--- src/rtl/sib_pkg.sv ---
package sib_pkg;

    localparam int BYTE_W = 8;

    typedef enum logic [1:0] {
        EDGE_NONE = 2'b00,
        EDGE_RISE = 2'b01,
        EDGE_FALL = 2'b10,
        EDGE_BOTH = 2'b11
    } edge_mode_e;

    typedef enum logic {
        IRQ_IDLE   = 1'b0,
        IRQ_RAISED = 1'b1
    } irq_state_e;

endpackage

--- src/rtl/sib_edge_latch.sv ---
module sib_edge_latch
    import sib_pkg::*;
#(
    parameter int W = 8
) (
    input  logic           clk,
    input  logic           rst_n,
    input  logic           primed,
    input  logic [W-1:0]   sig,
    input  logic [2*W-1:0] mode,
    input  logic [W-1:0]   clr,
    output logic [W-1:0]   lat
);

    logic [W-1:0] prev_q;
    logic [W-1:0] lat_q;
    logic [W-1:0] hit;

    for (genvar i = 0; i < W; i++) begin : g_bit
        logic h;
        always_comb begin
            case (edge_mode_e'(mode[2*i +: 2]))
                EDGE_RISE: h = sig[i] & ~prev_q[i];
                EDGE_FALL: h = ~sig[i] & prev_q[i];
                EDGE_BOTH: h = sig[i] ^ prev_q[i];
                default:   h = 1'b0;
            endcase
        end
        assign hit[i] = h & primed;
    end

    // a set event overrides a clear in the same cycle
    always_ff @(posedge clk) begin
        if (!rst_n) begin
            prev_q <= '0;
            lat_q  <= '0;
        end else begin
            prev_q <= sig;
            lat_q  <= (lat_q & ~clr) | hit;
        end
    end

    assign lat = lat_q;

endmodule

--- src/rtl/sib_irq_fsm.sv ---
module sib_irq_fsm
    import sib_pkg::*;
(
    input  logic clk,
    input  logic rst_n,
    input  logic pend,
    output logic irq
);

    irq_state_e state_q;
    irq_state_e state_d;

    always_ff @(posedge clk) begin
        if (!rst_n) state_q <= IRQ_IDLE;
        else        state_q <= state_d;
    end

    always_comb begin
        state_d = state_q;
        unique case (state_q)
            IRQ_IDLE:   if (pend)  state_d = IRQ_RAISED;
            IRQ_RAISED: if (!pend) state_d = IRQ_IDLE;
        endcase
    end

    always_comb begin
        irq = (state_q == IRQ_RAISED);
    end

endmodule

--- src/rtl/status_irq_bank.sv ---
module status_irq_bank
    import sib_pkg::*;
#(
    parameter int N_BYTES = 2,
    parameter int N_LOCK  = 4,
    parameter int AW      = 5
) (
    input  logic                      clk,
    input  logic                      rst_n,
    input  logic [BYTE_W*N_BYTES-1:0] evt_in,
    input  logic [N_LOCK-1:0]         lock_in,
    input  logic                      wr_en,
    input  logic                      rd_en,
    input  logic [AW-1:0]             addr,
    input  logic [BYTE_W-1:0]         wr_data,
    output logic [BYTE_W-1:0]         rd_data,
    output logic                      irq
);

    localparam int N_SRC     = BYTE_W * N_BYTES;
    localparam int A_LIVE    = 0;
    localparam int A_LAT     = N_BYTES;
    localparam int A_EN      = 2 * N_BYTES;
    localparam int A_EDGE    = 3 * N_BYTES;
    localparam int N_EDGE    = 2 * N_BYTES;
    localparam int A_LK_LIVE = 5 * N_BYTES;
    localparam int A_LK_LAT  = A_LK_LIVE + 1;
    localparam int A_LK_EDGE = A_LK_LIVE + 2;
    localparam logic [2*N_SRC-1:0]  EDGE_DEF    = {N_SRC{EDGE_RISE}};
    localparam logic [2*N_LOCK-1:0] LK_EDGE_DEF = {N_LOCK{EDGE_BOTH}};

    logic [N_SRC-1:0]    en_q;
    logic [2*N_SRC-1:0]  edge_q;
    logic [2*N_LOCK-1:0] lk_edge_q;
    logic                primed_q;
    logic [N_SRC-1:0]    src_clr;
    logic [N_LOCK-1:0]   lk_clr;
    logic [N_SRC-1:0]    src_lat;
    logic [N_LOCK-1:0]   lk_lat;
    logic [BYTE_W-1:0]   rd_next;
    logic                pend;

    // configuration registers
    always_ff @(posedge clk) begin
        if (!rst_n) begin
            en_q      <= '0;
            edge_q    <= EDGE_DEF;
            lk_edge_q <= LK_EDGE_DEF;
            primed_q  <= 1'b0;
        end else begin
            primed_q <= 1'b1;
            if (wr_en) begin
                for (int b = 0; b < N_BYTES; b++) begin
                    if (addr == AW'(A_EN + b)) en_q[BYTE_W*b +: BYTE_W] <= wr_data;
                end
                for (int r = 0; r < N_EDGE; r++) begin
                    if (addr == AW'(A_EDGE + r)) edge_q[BYTE_W*r +: BYTE_W] <= wr_data;
                end
                if (addr == AW'(A_LK_EDGE)) lk_edge_q <= wr_data[2*N_LOCK-1:0];
            end
        end
    end

    // clear strobes: ones clear source bits, zeros clear lock bits
    always_comb begin
        src_clr = '0;
        for (int b = 0; b < N_BYTES; b++) begin
            if (wr_en && addr == AW'(A_LAT + b)) src_clr[BYTE_W*b +: BYTE_W] = wr_data;
        end
        lk_clr = (wr_en && addr == AW'(A_LK_LAT)) ? ~wr_data[N_LOCK-1:0] : '0;
    end

    sib_edge_latch #(.W(N_SRC)) u_src (
        .clk    (clk),
        .rst_n  (rst_n),
        .primed (primed_q),
        .sig    (evt_in),
        .mode   (edge_q),
        .clr    (src_clr),
        .lat    (src_lat)
    );

    sib_edge_latch #(.W(N_LOCK)) u_lock (
        .clk    (clk),
        .rst_n  (rst_n),
        .primed (primed_q),
        .sig    (lock_in),
        .mode   (lk_edge_q),
        .clr    (lk_clr),
        .lat    (lk_lat)
    );

    assign pend = |(src_lat & en_q);

    sib_irq_fsm u_irq (
        .clk   (clk),
        .rst_n (rst_n),
        .pend  (pend),
        .irq   (irq)
    );

    // read multiplexer
    always_comb begin
        rd_next = '0;
        for (int b = 0; b < N_BYTES; b++) begin
            if (addr == AW'(A_LIVE + b)) rd_next = evt_in[BYTE_W*b +: BYTE_W];
            if (addr == AW'(A_LAT + b))  rd_next = src_lat[BYTE_W*b +: BYTE_W];
            if (addr == AW'(A_EN + b))   rd_next = en_q[BYTE_W*b +: BYTE_W];
        end
        for (int r = 0; r < N_EDGE; r++) begin
            if (addr == AW'(A_EDGE + r)) rd_next = edge_q[BYTE_W*r +: BYTE_W];
        end
        if (addr == AW'(A_LK_LIVE)) rd_next[N_LOCK-1:0]   = lock_in;
        if (addr == AW'(A_LK_LAT))  rd_next[N_LOCK-1:0]   = lk_lat;
        if (addr == AW'(A_LK_EDGE)) rd_next[2*N_LOCK-1:0] = lk_edge_q;
    end

    always_ff @(posedge clk) begin
        if (!rst_n)     rd_data <= '0;
        else if (rd_en) rd_data <= rd_next;
    end

endmodule

--- config.mk ---
export PLATFORM = sky130hd
export DESIGN_NAME = status_irq_bank
export DESIGN_NICKNAME = d
export VERILOG_FILES = /design/src/rtl/sib_pkg.sv /design/src/rtl/sib_edge_latch.sv /design/src/rtl/sib_irq_fsm.sv /design/src/rtl/status_irq_bank.sv
export SDC_FILE = /design/constraint.sdc
export NUM_CORES = 1
export LEC_CHECK = 0
export BUFFER_PORTS_ARGS = -buffer_cell sky130_fd_sc_hd__buf_2
export CAP_MARGIN = 20
export CORE_MARGIN = 10
export CORE_UTILIZATION = 60
export CTS_CLUSTER_SIZE = 28
export DETAILED_ROUTE_END_ITERATION = 6
export PLACE_DENSITY = 0.76
export SYNTH_ARGS = -nofsm -noshare
export SYNTH_HDL_FRONTEND = slang
export SYNTH_HIERARCHICAL = 1
export SYNTH_SLANG_ARGS = --single-unit
--- constraint.sdc ---
create_clock -name clk -period 3.3 [get_ports clk]
set_clock_uncertainty 0.2 [all_clocks]
set_input_delay 0.33 -clock clk [delete_from_list [all_inputs] [get_ports clk]]
set_output_delay 0.33 -clock clk [all_outputs]
set_load 0.005 [all_outputs]
==> impl_metrics.tcl <==
set metrics [dict create \
    outcome "completed" \
    hold_path_class "in -> reg" \
    drt_pass1_iterations 5 \
    first_global_vias 5525 \
    globalRouteTotalUtil 0.2512 \
    cts_tree "done" \
    mappedNetlistNets 813 \
    detailed_place_hpwl_mm 13.75 \
    grt_remaining_overflow 0 \
    syn_avg_cell_area_um2 8.621 \
    synth.cell_area_um2 6345 \
    clkTransAtPathRegs_ps 100 \
    drt-wirelength-per-cell_um 21.24 \
    synth-edff-count 0 \
    pwr_cell_area_nw_per_um2 376.3 \
    vias 5627 \
    setup_violations 0 \
    grt_max_degree 54 \
    cts.sinks 106 \
    tns_ps 0 \
    clockRootBuffer "sky130_fd_sc_hd__clkbuf_8" \
    wire_length_of_the_first_global_routing_pass_mm 29.66 \
    power_mw 2.546 \
    clock_latency_at_the_later_pin_of_the_worst_skew_pair_ps 390 \
    final_core_util 0.6554 \
    cts_buf_count 9 \
    placed_cell_area_um2 6524 \
    async_flop_share 0 \
    first_iteration_detailed_routing_drc_count 621 \
    numPlacedInstances 873 \
    netlist_instances 736 \
    report.final.slew_viol_count 0 \
    routed_wl_mm 18.95 \
    floorplan.die.height_um 122.8 \
    worst_pin_slew_ps 1058 \
    initial_core_util 0.6146 \
    port_buffers 45 \
    ys_dominant_reg_cell "sky130_fd_sc_hd__dfxtp_1" \
    grt_antenna_before_repair 0 \
    max_cap_violation_count 0 \
    dieArea_um2 15090 \
    start_kind "input pin" \
    floorplan.die.width_um 122.8 \
    fmax_mhz 469.2 \
    netlist-cell-type-count 56 \
    cts_max_level 3 \
    layout-drive-gt1-share 0.09656 \
    arrival_ps 2200 \
    ctsLongestPathBuffers 2 \
    layout_commonest_cell "sky130_fd_sc_hd__dfxtp_1" \
    finalHoldViolCount 0 \
    timing.critical_path.to_type "flip-flop" \
    synth_seq_cells 106 \
    n_antenna_cell 0 \
    finalCriticalPeriod_ps 2131 \
    worst-path-max-fanout 53 \
    num-nets-final 828 \
    remaining_drc_errors 0 \
    worst_ep_required_time_ps 3370 \
    worstSetupPathType "in -> reg" \
    core_region_area_um2 10320 \
    ioPinCount 46 \
    area_delta_synth_final_pct 6.646 \
    static_leakage_power_nw 2.915 \
    relSlewSlack 0.2935 \
    core.rowCount 37 \
    detail-route-antenna-nets 0 \
    mostFrequentLayoutCells "sky130_fd_sc_hd__dfxtp_1 (106), sky130_fd_sc_hd__nor2b_1 (87), sky130_fd_sc_hd__mux2i_1 (57)" \
    detail_route.vias_per_cell 6.308 \
    period_share 0.6458 \
    layout.cell_area.non_filler_um2 6766 \
    max-vdd-ir-drop_mv 0.3676 \
    grt_setup_unrepaired "no" \
    synth_seq_area_share 0.3345 \
    ys_warn_count 6 \
    gpl.final_weighted_congestion 0.9725 \
    non_filler_cells_in_the_finished_layout 892 \
    post_cts.repair.setup_buffers 0 \
]
==> worst max-delay path, stage by stage <==
cell and delay (ps):
sky130_fd_sc_hd__buf_2 700, sky130_fd_sc_hd__nand2b_1 320, sky130_fd_sc_hd__o21ai_0 250, sky130_fd_sc_hd__a21oi_1 110, sky130_fd_sc_hd__a2111oi_0 400, sky130_fd_sc_hd__nor3_1 80
==> flip-flops by register name, summed over array words and instances (netlist names), 4 cells and up <==
signal	flops
rd_data	8
u_src/prev_q	16
edge_q	32
u_lock/prev_q	4
en_q	16
u_src/lat	16
lk_edge_q	8
u_lock/lat	4
==> logic make-up (layout without fill, tap and decap cells) <==
| logic type | Yosys count | after routing | synth area share |
|---|---|---|---|
| mux | 57 | 57 | 0.08992 |
| simple gates | 285 | 285 | 0.2702 |
| fa+ha+maj | 40 | 40 | 0.07888 |
| buf+inv | 93 | 113 | 0.06488 |
| compound gates | 155 | 155 | 0.1617 |
| flops | 106 | 106 | 0.3345 |
==> repair_timing <==
action,in CTS,in global routing
gates resized for setup,0,0
hold endpoints to repair,2,0
hold buffers,2,0
==> routing by layer <==
metal,global-route usage,up-vias,share of wire
met4,0.09499,0,0.027
met1,0.3179,2738,0.44
met3,0.05739,48,0.073
met2,0.4076,221,0.46
met5,0,-,0
li1,-,2620,-
==> cells in the mapped netlist, drive strengths merged, types with 20 or more instances <==
cell | count | share of area
a21oi | 28 | 0.022
a31oi | 22 | 0.022
buf | 24 | 0.024
clkbuf | 23 | 0.014
dfxtp | 106 | 0.33
ha | 40 | 0.079
inv | 46 | 0.027
mux2i | 57 | 0.090
nand2 | 47 | 0.028
nand2b | 29 | 0.029
nand4b | 20 | 0.028
nor2 | 29 | 0.017
nor2b | 87 | 0.086
o211ai | 21 | 0.025
o21ai | 32 | 0.025
==> through the flow <==
step | setup slack [ps] | hold slack, ps
final | 1169 | 10.18
after global routing | 854.8 | 18.52
after CTS | 1282 | 1.278
after detailed placement | 876.9 | 275.6
after global placement | 895.1 | 278.9
after floorplan | 1525 | 157.7
==> worst paths after layout <==
check / start / end / depth (start not counted) / slack, ps
max: addr[0] / rd_data[5]$_SDFFE_PN0P_ / 6 / 1170
min: evt_in[6] / u_src/prev_q[6]$_SDFF_PN0_ / 3 / 10
max reg2reg: primed_q$_DFF_P_ / u_src/lat[1]$_SDFF_PN0_ / 3 / 1250
min reg2reg: rd_data[6]$_SDFFE_PN0P_ / rd_data[6]$_SDFFE_PN0P_ / 2 / 300
==> where the power goes <==
group | total, mW | leakage [nW] | switching [mW] | internal (mW)
Combinational | 0.353 | 1.95 | 0.215 | 0.138
Sequential | 1.37 | 0.867 | 0.0485 | 1.32
Clock | 0.822 | 0.103 | 0.452 | 0.370
Total | 2.55 | 2.91 | 0.716 | 1.83
==> area by class of cell <==
| class | count | area (µm²) |
|---|---|---|
| tap | 136 | 170.2 |
| clock buffer | 11 | 141.4 |
| fill | 907 | 3557 |
| clock inverter | 5 | 53.80 |
| sequential | 106 | 2122 |
| inverter | 46 | 172.7 |
| multi-input combinational | 537 | 3811 |
| timing repair buffer | 51 | 295.3 |
Note: power is estimated with default switching activity, not from simulation.
